==> config.mk <==
export PLATFORM = sky130hd
export DESIGN_NAME = strobe_cmd_port
export DESIGN_NICKNAME = d
export VERILOG_FILES = /design/src/rtl/strobe_port_pkg.sv /design/src/rtl/sp_sync_edge.sv /design/src/rtl/sp_rx_frame.sv /design/src/rtl/sp_key_tx.sv /design/src/rtl/sp_cfg_regs.sv /design/src/rtl/strobe_cmd_port.sv
export SDC_FILE = /design/constraint.sdc
export NUM_CORES = 1
export LEC_CHECK = 0
export ABC_AREA = 0
export BUFFER_PORTS_ARGS = -buffer_cell sky130_fd_sc_hd__buf_2
export CELL_PAD_IN_SITES_DETAIL_PLACEMENT = 1
export CELL_PAD_IN_SITES_GLOBAL_PLACEMENT = 2
export CORE_AREA = 2 2 161 163
export CTS_BUF_LIST = sky130_fd_sc_hd__clkbuf_2
export DETAILED_ROUTE_END_ITERATION = 16
export DIE_AREA = 0 0 163 165
export GPL_ROUTABILITY_DRIVEN = 0
export GPL_TIMING_DRIVEN = 1
export HOLD_SLACK_MARGIN = 0.15
export PLACE_DENSITY = 0.88
export SETUP_SLACK_MARGIN = 0.5
export SYNTH_ARGS = -nofsm -noshare
export SYNTH_HDL_FRONTEND = slang
export SYNTH_SLANG_ARGS = --single-unit
==> constraint.sdc <==
create_clock -name clk -period 1.9 [get_ports clk]
set_clock_uncertainty 0.05 [all_clocks]
set_input_delay 0.19 -clock clk [delete_from_list [all_inputs] [get_ports clk]]
set_output_delay 0.19 -clock clk [all_outputs]
set_load 0.02 [all_outputs]
==> src/rtl/strobe_port_pkg.sv <==
package strobe_port_pkg;

    localparam int CMD_BITS  = 8;
    localparam int WORD_BITS = 56;
    localparam int KEY_BITS  = 32;
    localparam int ROW_COUNT = 4;
    localparam int ROW_AW    = $clog2(ROW_COUNT);

    // display request field of the status command
    typedef enum logic [1:0] {
        DSP_OFF    = 2'b00,
        DSP_RSVD   = 2'b01,
        DSP_NORMAL = 2'b10,
        DSP_KEEP   = 2'b11
    } disp_req_e;

    typedef struct packed {
        logic        is_status;
        logic [1:0]  spare;
        logic [1:0]  row;
        disp_req_e   disp;
        logic        rd;
    } status_cmd_t;

    typedef struct packed {
        logic        is_status;
        logic        test;
        logic        slave;
        logic        ext;
        logic [1:0]  frame;
        logic [1:0]  duty;
    } setting_cmd_t;

    typedef struct packed {
        logic        test;
        logic        slave;
        logic        ext;
        logic [1:0]  frame;
        logic [1:0]  duty;
    } setting_t;

    typedef enum logic [1:0] {
        PH_CMD,
        PH_WRITE,
        PH_READ,
        PH_SKIP
    } rx_phase_e;

    function automatic setting_t to_setting(setting_cmd_t c);
        setting_t s;
        s.test  = c.test;
        s.slave = c.slave;
        s.ext   = c.ext;
        s.frame = c.frame;
        s.duty  = c.duty;
        return s;
    endfunction

    function automatic logic disp_next(disp_req_e r, logic cur);
        case (r)
            DSP_OFF:    return 1'b0;
            DSP_NORMAL: return 1'b1;
            default:    return cur;
        endcase
    endfunction

    function automatic rx_phase_e phase_after(logic [CMD_BITS-1:0] cmd);
        status_cmd_t s;
        s = status_cmd_t'(cmd);
        if (!s.is_status) return PH_SKIP;
        if (s.rd)         return PH_READ;
        return PH_WRITE;
    endfunction

endpackage

==> src/rtl/sp_sync_edge.sv <==
module sp_sync_edge #(
    parameter int W = 3,
    parameter int E = 2,
    parameter logic [W-1:0] RST_VAL = '1
) (
    input  logic         clk,
    input  logic         rst,
    input  logic [W-1:0] din,
    output logic [W-1:0] lvl,
    output logic [E-1:0] rise,
    output logic [E-1:0] fall
);
    logic [W-1:0] s1, s2;
    logic [E-1:0] s3;

    always_ff @(posedge clk) begin
        if (rst) begin
            s1 <= RST_VAL;
            s2 <= RST_VAL;
            s3 <= RST_VAL[E-1:0];
        end else begin
            s1 <= din;
            s2 <= s1;
            s3 <= s2[E-1:0];
        end
    end

    assign lvl  = s2;
    assign rise = s2[E-1:0] & ~s3;
    assign fall = ~s2[E-1:0] & s3;

endmodule

==> src/rtl/sp_rx_frame.sv <==
module sp_rx_frame
    import strobe_port_pkg::*;
#(
    parameter int CBITS = CMD_BITS,
    parameter int WBITS = WORD_BITS
) (
    input  logic              clk,
    input  logic              rst,
    input  logic              stb_fall,
    input  logic              stb_rise,
    input  logic              sck_rise,
    input  logic              sdi,
    output logic              cmd_valid,
    output logic [CBITS-1:0]  cmd_byte,
    output logic              xfer_end,
    output logic              read_start,
    output logic              lat_we,
    output logic [ROW_AW-1:0] lat_row,
    output logic [WBITS-1:0]  lat_wdata
);
    localparam int CNT_W = $clog2(WBITS);
    localparam logic [CNT_W-1:0] CMD_LAST  = CNT_W'(CBITS - 1);
    localparam logic [CNT_W-1:0] WORD_LAST = CNT_W'(WBITS - 1);

    rx_phase_e        phase;
    logic [CNT_W-1:0] cnt;
    logic [CBITS-2:0] cmd_sh;
    logic [WBITS-2:0] word_q;
    logic             xfer_open;
    logic [CBITS-1:0] cmd_next;
    logic [WBITS-1:0] word_next;
    status_cmd_t      st_q;

    assign cmd_next  = {cmd_sh, sdi};
    assign word_next = {word_q, sdi};
    assign st_q      = status_cmd_t'(cmd_byte);

    always_ff @(posedge clk) begin
        if (rst) begin
            phase      <= PH_CMD;
            cnt        <= '0;
            cmd_sh     <= '0;
            cmd_byte   <= '0;
            cmd_valid  <= 1'b0;
            word_q     <= '0;
            xfer_open  <= 1'b0;
            xfer_end   <= 1'b0;
            read_start <= 1'b0;
            lat_we     <= 1'b0;
            lat_row    <= '0;
            lat_wdata  <= '0;
        end else begin
            lat_we     <= 1'b0;
            read_start <= 1'b0;
            xfer_end   <= 1'b0;
            if (stb_fall) begin
                // new transfer: any partial unit is dropped
                phase     <= PH_CMD;
                cnt       <= '0;
                cmd_valid <= 1'b0;
                xfer_open <= 1'b1;
            end else begin
                if (xfer_open && sck_rise) begin
                    case (phase)
                        PH_CMD: begin
                            cmd_sh <= cmd_next[CBITS-2:0];
                            if (cnt == CMD_LAST) begin
                                cnt        <= '0;
                                cmd_byte   <= cmd_next;
                                cmd_valid  <= 1'b1;
                                phase      <= phase_after(cmd_next);
                                read_start <= (phase_after(cmd_next) == PH_READ);
                            end else begin
                                cnt <= cnt + 1'b1;
                            end
                        end
                        PH_WRITE: begin
                            word_q <= word_next[WBITS-2:0];
                            if (cnt == WORD_LAST) begin
                                cnt       <= '0;
                                lat_we    <= 1'b1;
                                lat_row   <= st_q.row;
                                lat_wdata <= word_next;
                            end else begin
                                cnt <= cnt + 1'b1;
                            end
                        end
                        default: ;
                    endcase
                end
                // the last bit of a transfer is taken before it closes
                if (stb_rise && xfer_open) begin
                    xfer_open <= 1'b0;
                    xfer_end  <= 1'b1;
                end
            end
        end
    end

    AST_WRITE_SINGLE_CYCLE: assert property (@(posedge clk) disable iff (rst)
        lat_we |=> !lat_we);

endmodule

==> src/rtl/sp_key_tx.sv <==
module sp_key_tx
    import strobe_port_pkg::*;
#(
    parameter int KBITS = KEY_BITS
) (
    input  logic             clk,
    input  logic             rst,
    input  logic             load,
    input  logic [KBITS-1:0] key_in,
    input  logic             sck_fall,
    input  logic             stb_lvl,
    output logic             pull_low
);
    localparam int CNT_W = $clog2(KBITS + 1);
    localparam logic [CNT_W-1:0] LAST = CNT_W'(KBITS);

    logic [KBITS-1:0] sh;
    logic [CNT_W-1:0] cnt;
    logic             armed;
    logic             drive;
    logic             bit_q;

    always_ff @(posedge clk) begin
        if (rst) begin
            sh    <= '0;
            cnt   <= '0;
            armed <= 1'b0;
            drive <= 1'b0;
            bit_q <= 1'b1;
        end else if (stb_lvl) begin
            armed <= 1'b0;
            drive <= 1'b0;
            cnt   <= '0;
        end else if (load) begin
            sh    <= key_in;
            armed <= 1'b1;
            cnt   <= '0;
            drive <= 1'b0;
        end else if (armed && sck_fall) begin
            if (cnt == LAST) begin
                drive <= 1'b0;
                armed <= 1'b0;
            end else begin
                bit_q <= sh[KBITS-1];
                sh    <= {sh[KBITS-2:0], 1'b0};
                drive <= 1'b1;
                cnt   <= cnt + 1'b1;
            end
        end
    end

    assign pull_low = drive & ~bit_q;

endmodule

==> src/rtl/sp_cfg_regs.sv <==
module sp_cfg_regs
    import strobe_port_pkg::*;
(
    input  logic                clk,
    input  logic                rst,
    input  logic                xfer_end,
    input  logic                cmd_valid,
    input  logic [CMD_BITS-1:0] cmd_byte,
    output setting_t            setting_q,
    output logic                display_on,
    output logic [ROW_AW-1:0]   row_q,
    output logic                read_q
);
    status_cmd_t st;
    setting_t    req;

    assign st  = status_cmd_t'(cmd_byte);
    assign req = to_setting(setting_cmd_t'(cmd_byte));

    always_ff @(posedge clk) begin
        if (rst) begin
            setting_q  <= '0;
            display_on <= 1'b0;
            row_q      <= '0;
            read_q     <= 1'b0;
        end else if (xfer_end && cmd_valid) begin
            if (st.is_status) begin
                row_q      <= st.row;
                read_q     <= st.rd;
                display_on <= disp_next(st.disp, display_on);
            end else if (req != setting_q) begin
                setting_q  <= req;
                display_on <= 1'b0;
            end
        end
    end

    AST_CFG_ONLY_AT_END: assert property (@(posedge clk) disable iff (rst)
        !xfer_end |=> ($stable(setting_q) && $stable(display_on)
                       && $stable(row_q) && $stable(read_q)));

    AST_SETTING_CHANGE_BLANKS: assert property (@(posedge clk) disable iff (rst)
        !$stable(setting_q) |-> !display_on);

endmodule

==> src/rtl/strobe_cmd_port.sv <==
module strobe_cmd_port
    import strobe_port_pkg::*;
(
    input  logic                 clk,
    input  logic                 rst,
    input  logic                 strobe_n,
    input  logic                 sck,
    input  logic                 sdio_in,
    input  logic [KEY_BITS-1:0]  key_snapshot,
    output logic                 sdio_pull_low,
    output logic [1:0]           duty_sel,
    output logic [1:0]           frame_div_sel,
    output logic                 ext_drive,
    output logic                 slave_mode,
    output logic                 test_mode,
    output logic                 display_on,
    output logic [ROW_AW-1:0]    row_sel,
    output logic                 read_mode,
    output logic                 lat_we,
    output logic [ROW_AW-1:0]    lat_row,
    output logic [WORD_BITS-1:0] lat_wdata
);
    logic [2:0]          lvl;
    logic [1:0]          rise, fall;
    logic                stb_lvl, sck_lvl, sdi;
    logic                cmd_valid, xfer_end, read_start;
    logic [CMD_BITS-1:0] cmd_byte;
    setting_t            setting;

    // bit 0 strobe, bit 1 shift clock, bit 2 data (level only)
    sp_sync_edge #(.W(3), .E(2), .RST_VAL(3'b111)) u_sync (
        .clk  (clk),
        .rst  (rst),
        .din  ({sdio_in, sck, strobe_n}),
        .lvl  (lvl),
        .rise (rise),
        .fall (fall)
    );

    assign stb_lvl = lvl[0];
    assign sck_lvl = lvl[1];
    assign sdi     = lvl[2];

    sp_rx_frame u_rx (
        .clk        (clk),
        .rst        (rst),
        .stb_fall   (fall[0]),
        .stb_rise   (rise[0]),
        .sck_rise   (rise[1]),
        .sdi        (sdi),
        .cmd_valid  (cmd_valid),
        .cmd_byte   (cmd_byte),
        .xfer_end   (xfer_end),
        .read_start (read_start),
        .lat_we     (lat_we),
        .lat_row    (lat_row),
        .lat_wdata  (lat_wdata)
    );

    sp_key_tx u_tx (
        .clk      (clk),
        .rst      (rst),
        .load     (read_start),
        .key_in   (key_snapshot),
        .sck_fall (fall[1]),
        .stb_lvl  (stb_lvl),
        .pull_low (sdio_pull_low)
    );

    sp_cfg_regs u_cfg (
        .clk        (clk),
        .rst        (rst),
        .xfer_end   (xfer_end),
        .cmd_valid  (cmd_valid),
        .cmd_byte   (cmd_byte),
        .setting_q  (setting),
        .display_on (display_on),
        .row_q      (row_sel),
        .read_q     (read_mode)
    );

    assign duty_sel      = setting.duty;
    assign frame_div_sel = setting.frame;
    assign ext_drive     = setting.ext;
    assign slave_mode    = setting.slave;
    assign test_mode     = setting.test;

    AST_PULL_ON_SCK_LOW: assert property (@(posedge clk) disable iff (rst)
        !$stable(sdio_pull_low) |-> (!sck_lvl || stb_lvl));

    AST_RELEASE_WHEN_IDLE: assert property (@(posedge clk) disable iff (rst)
        stb_lvl |=> !sdio_pull_low);

    AST_NO_WRITE_WHILE_PULLING: assert property (@(posedge clk) disable iff (rst)
        lat_we |-> !sdio_pull_low);

endmodule

* Word level (Yosys, flattened, before mapping)
Cells that the tools add are included.
** Word-level totals
- Bits in registers :: 201
- Input port bits :: 37
- Output and inout bits :: 71
** Cells by class
- Add/subtract/negate cells :: 2
- Equal/unequal tests :: 9
- Mux-type cells :: 39
- Bitwise logic cells :: 15
- Reductions and logical operators :: 29
** Operators with widths (count)
- 32-bit 2-to-1 mux :: 3
- 1-bit 2-to-1 mux :: 23
- 2-bit 2-to-1 mux :: 9
- 3-bit AND reduction :: 6
- 6-bit by 1-bit adder with 6-bit output, second input constant :: 2
- 6-bit equality test, second input constant :: 2
- 6-bit 2-to-1 mux :: 2
- 6-bit case mux with 2 select lines :: 1
- 4-bit AND reduction :: 3
- 1-bit inverter :: 10
- 2-bit nonzero test :: 5
- 2-bit AND reduction :: 4
- 7-bit inequality test :: 1
- 6-bit by 3-bit equality test with 1-bit output, second input constant :: 1
- 5-bit OR reduction :: 1
- 2-bit bitwise AND :: 2
- 2-bit equality test, second input constant :: 2
- 1-bit logical AND :: 4
- 2-bit zero test :: 2
- 2-bit inverter :: 2
- 2-bit OR reduction :: 2
- 4-bit OR reduction :: 1
- 3-bit by 1-bit inequality test with 1-bit output, second input constant :: 1
- 3-bit OR reduction :: 1
- 4 further kinds :: 4

* Longest topological paths before layout
- Word-level depth :: 20
- Gate-level depth with buffers :: 8
- Mapped depth without buffers :: 6

* Modules after synthesis
Synthesis repeated with hierarchy kept, for this count alone.
** Unflattened totals
- Cells, all modules :: 910
- Area total of the unflattened synthesis :: 8023.9 um^2
** By module, submodules not included
- sp_rx_frame :: instances 1, cells an instance 615, area each 4982.3 um^2, seq. area each 2822.7 um^2
- sp_key_tx :: instances 1, cells an instance 226, area each 2294.7 um^2, seq. area each 820.8 um^2
- sp_cfg_regs :: instances 1, cells an instance 49, area each 511.7 um^2, seq. area each 220.2 um^2
- sp_sync_edge :: instances 1, cells an instance 20, area each 235.2 um^2, seq. area each 160.2 um^2

* Worst setup path before layout
OpenSTA, ideal clock, no wires.
- Path type :: reg-to-reg
- Start point :: register u_tx.cnt[0]
- End point :: register u_tx.sh[10]
- Setup time :: 152 ps
- Data arrival time :: 1694 ps
- Required time :: 1698 ps
- Slack :: 4 ps
- Stages on the path, launching flop included :: 8
- Buffers on the path :: 1
- Path through :: dfxtp_1 > inv_1 > ha_1 > or4b_4 > o21ai_4 > a21o_4 > buf_4 > a221oi_2
** On the way
- Cells in the longest elaborated chain, start to end :: 3
** Ends and longest elaborated chain
- start: declaration :: RTL line sp_key_tx.sv:18 : logic [CNT_W-1:0] cnt;
- start signal: assignment :: RTL line sp_key_tx.sv:47 : cnt <= cnt + 1'b1;
- 6-bit equality test :: RTL line sp_key_tx.sv:40 : if (cnt == LAST) begin
- 2-bit inequality test (no line)
- 3-bit AND reduction (no line)
- end signal: assignment :: RTL line sp_key_tx.sv:35 : sh <= key_in;
- end signal: assignment :: RTL line sp_key_tx.sv:45 : sh <= {sh[KBITS-2:0], 1'b0};
- end: declaration :: RTL line sp_key_tx.sv:17 : logic [KBITS-1:0] sh;
No other way between the ends.
A chain may end at the register's enable or synchronous reset.

* Worst setup path after layout
- Start point :: register u_tx.cnt[1]
- End point :: register u_tx.sh[19]
The elaborated chain is that of the path after synthesis.

==> metrics <==
total standard cell area after synthesis roughly 8000 um^2; maximum vdd ir drop 319 uV; Post-Place Setup Slack -0.0361 ns; Clk Tree Root Cell clkbuf_2; Hold Violations, Final 0; post-layout minimum cycle time ~1.9 ns; total global-route track usage 18.2%; violations in the final reports negative setup slack; Mapped Avg Cell Area a little under 9 um^2; Placement Rows 58; length of the first detailed-routing pass in iterations 4; areal power density over the cells 565 nW/um^2; worst reg2reg path depth 7; Main synth FF type dfxtp_1; cells traversed along the worst timing path inv_2 > ha_4 > or4b_4 > o21ai_4 > nand2_4 > buf_12 > a221oi_4; CP Capture Type flip-flop; Hold/Removal Path Class in2reg; synthesis-stage register bit count between 200 and 250; first-pass GRT wire length about 40000 um; number of slew-limit violations in the final report 0; CTS Buf Count 54; Die Span X between 150 and 200 um; CP top delay family simple AND/OR/NAND/NOR gates; Worst Max-Slew Pin Slew approximately 0.58 ns; largest net degree at the start of global routing a little over 70; final-stage net count between 1000 and 1500; endpoint of the worst hold-timing path u_tx.sh[16]; EDFF count, synth 0; endpoint of the lowest-slack register-to-register path u_tx.sh[19]; number of fill cells 2737; clock-pin slew of the registers on the worst-case setup and hold paths roughly 0.090 ns; via total after detailed routing around 7600; Slowest-stage cell, CP or4b_4; synthesized netlist net count about 960; number of global-route vias before repair between 7000 and 8000; growth of design area from synthesis to finish 66.9%; commonest non-fill, non-tap cell in the layout dfxtp_1; largest cells by area after synthesis dfxtp_1 51%, nand2_1 11%, a21oi_1 7.9%; Multi-input gate area 4920 um^2; Setup-failing EPs final 15; count of antenna-violating nets left after detailed routing 0; number of maximum-capacitance constraint violations 0; fmax just over 0.5 GHz; maximum cell stage delay along the critical path around 0.48 ns; layout cells sized above 1 57.5%; setup repair after global routing missed its margin yes; kind of launch point of the worst setup path flip-flop; share of the synthesized area in the top cell type 50.5%; share of synthesized area occupied by flip-flops and latches about half; clock network latency to the later pin of the worst-skew pair 0.80 ns; Clock H-tree levels 2; largest fanout on the critical path 7; total number of clock tree sinks ~200; type of the worst setup path reg2reg; least setup slack across all paths after layout -0.0480 ns; Post-Synthesis Cells 918; leakage power 5.35 nW; required arrival time at the worst endpoint 2.54 ns; biggest area consumer among synthesized cells dfxtp_1; post-synthesis cell type count 54; core outline area around 25000 um^2; effective utilization at floorplan between 30% and 40%; Yosys warning count 0; FFs w/ async S/R, synth 0%; remaining routing DRC violations 0; CTS tree built; number of cells traversed by the worst hold path 4; die area between 20000 and 30000 um^2; worst-case hold slack roughly 0.31 ns; outcome finished, violations left; Relative slew margins 61.0%; Reg2Reg Setup Slack -0.05 ns; launch point of the worst reg-to-reg path u_tx.cnt[1]; CP Depth 7; startpoint of the most critical hold path key_snapshot[16]; number of port buffers about 110; height of the die ~170 um; IO Count 108; arrival time worst endpoint ~2.6 ns; Longest Clk Path Bufs 3; drt total wl approximately 28000 um; DRT iter0 DRCs around 300; detail-routed via count per cell a little under 5; detailed-placement wirelength estimate ~13000 um; fraction of the cycle the final worst path needs 103%; worst path bufs/invs 2; average detailed-routed wire length per instance 17.9 um; share of the core filled with cells in the final layout between 50% and 60%; initial antenna violation count 1; global route overflow 0; leading cell types in the layout, fill and taps excluded 119 x dfxtp_1, 110 x nand2_1, 101 x nand2_4, 97 x buf_6, 85 x a21oi_2; register area 4150 um^2
## report_power, final
part	total, mW	switching (mW)	internal (mW)
Combinational	0.296	0.169	0.127
Clock	3.01	1.90	1.11
Sequential	4.21	0.00752	4.21
## flip-flops by register name, summed over array words and instances, names as in the netlist, 2 cells and up
signal           count
u_rx.cnt             6
u_cfg.row_q          2
u_cfg.setting_q      7
u_sync.s3            2
u_rx.cmd_byte        8
u_rx.phase           2
u_tx.sh             32
u_rx.cmd_sh          7
u_rx.lat_wdata      56
u_sync.s1            3
u_rx.lat_row         2
u_rx.word_q         55
u_tx.cnt             6
u_sync.lvl           3
## Yosys cell counts, types with 2 or more instances
library cell and instances:
nand2_1 235, ha_1 3, buf_2 6, a221oi_2 30, dfxtp_1 201, nand4_1 4
a32oi_1 2, inv_1 35, clkbuf_1 52, nand3_1 9, a21oi_1 125, or4_1 2
nor2_1 56, nand2b_1 19, o21ai_0 10, mux2i_1 18, nor4_1 2, xnor2_1 4
buf_6 6, nor3_1 4, buf_1 2, nand3b_1 4, buf_4 2, o211ai_1 2
nor2b_1 4, xor2_1 13, or3_1 3, or2_2 9, a211oi_1 31
## area by class of cell
cell class	count	share of cell area (%)
multi-input cells	614	37.0
flip-flops and latches	201	31.2
repair buffers	281	24.2
well taps	330	3.10
clock buffers	78	2.94
inverters	35	0.988
clock inverters	18	0.574
diodes	1	0.0188
## worst max-delay path by stage
stage,start,end
after global routing,u_tx.cnt[1],u_tx.sh[19]
after floorplan,u_tx.cnt[0],u_tx.sh[10]
after global placement,u_tx.cnt[0],u_tx.sh[30]
final,u_tx.cnt[1],u_tx.sh[19]
after CTS,u_tx.cnt[0],u_tx.sh[1]
after detailed placement,u_tx.cnt[0],u_tx.sh[2]
## routing by layer
| layer | share of wire (%) | track usage [%] | vias up | routed length [um] |
|---|---|---|---|---|
| met5 | 0 | 0 | - | 0 |
| met3 | 3.3 | 3.47 | 48 | 919 |
| met2 | 53 | 32.7 | 127 | 14900 |
| met1 | 41 | 21.7 | 3756 | 11500 |
| li1 | - | - | 3667 | - |
| met4 | 2.2 | 6.28 | 0 | 627 |
## through the flow
step / std cells / power [mW] / TNS [ns] / cell area (um^2)
after floorplan: 918 / 4.43 / 0 / 8170
after global placement: 1325 / 4.52 / 0 / 9100
after detailed placement: 1325 / 4.52 / -0.336 / 9100
after CTS: 1517 / 7.60 / 0 / 11400
after global routing: 1558 / 7.89 / -4.20 / 13300
final: 1558 / 7.52 / -0.276 / 13300
## worst register-to-register path: stages, from the launching register on
cell      delay [ns]
dfxtp_2         0.33
inv_2           0.07
ha_4            0.12
or4b_4          0.48
o21ai_4         0.24
nand2_4         0.16
buf_12          0.18
a221oi_4        0.24
## cells by family after synthesis
kind of cell / count (synthesis) / synth area share [%]
xor gates and xnor gates: 17 / 1.87
AOI/OAI and AO/OA: 210 / 18.7
DFF: 201 / 50.5
muxes: 18 / 2.26
and+or+nand+nor: 365 / 20.4
buffers and inverters: 104 / 5.78
adders and majority gates: 3 / 0.471
## timing repair
action	in CTS	in global routing
gates resized for setup	181	446
hold endpoints to repair	199	0
buffers inserted	37	34
pin swaps	55	104
gates cloned	19	6
endpoints found under the setup margin	257	259
hold buffers	40	0
Power figures use the tool's default switching activity.
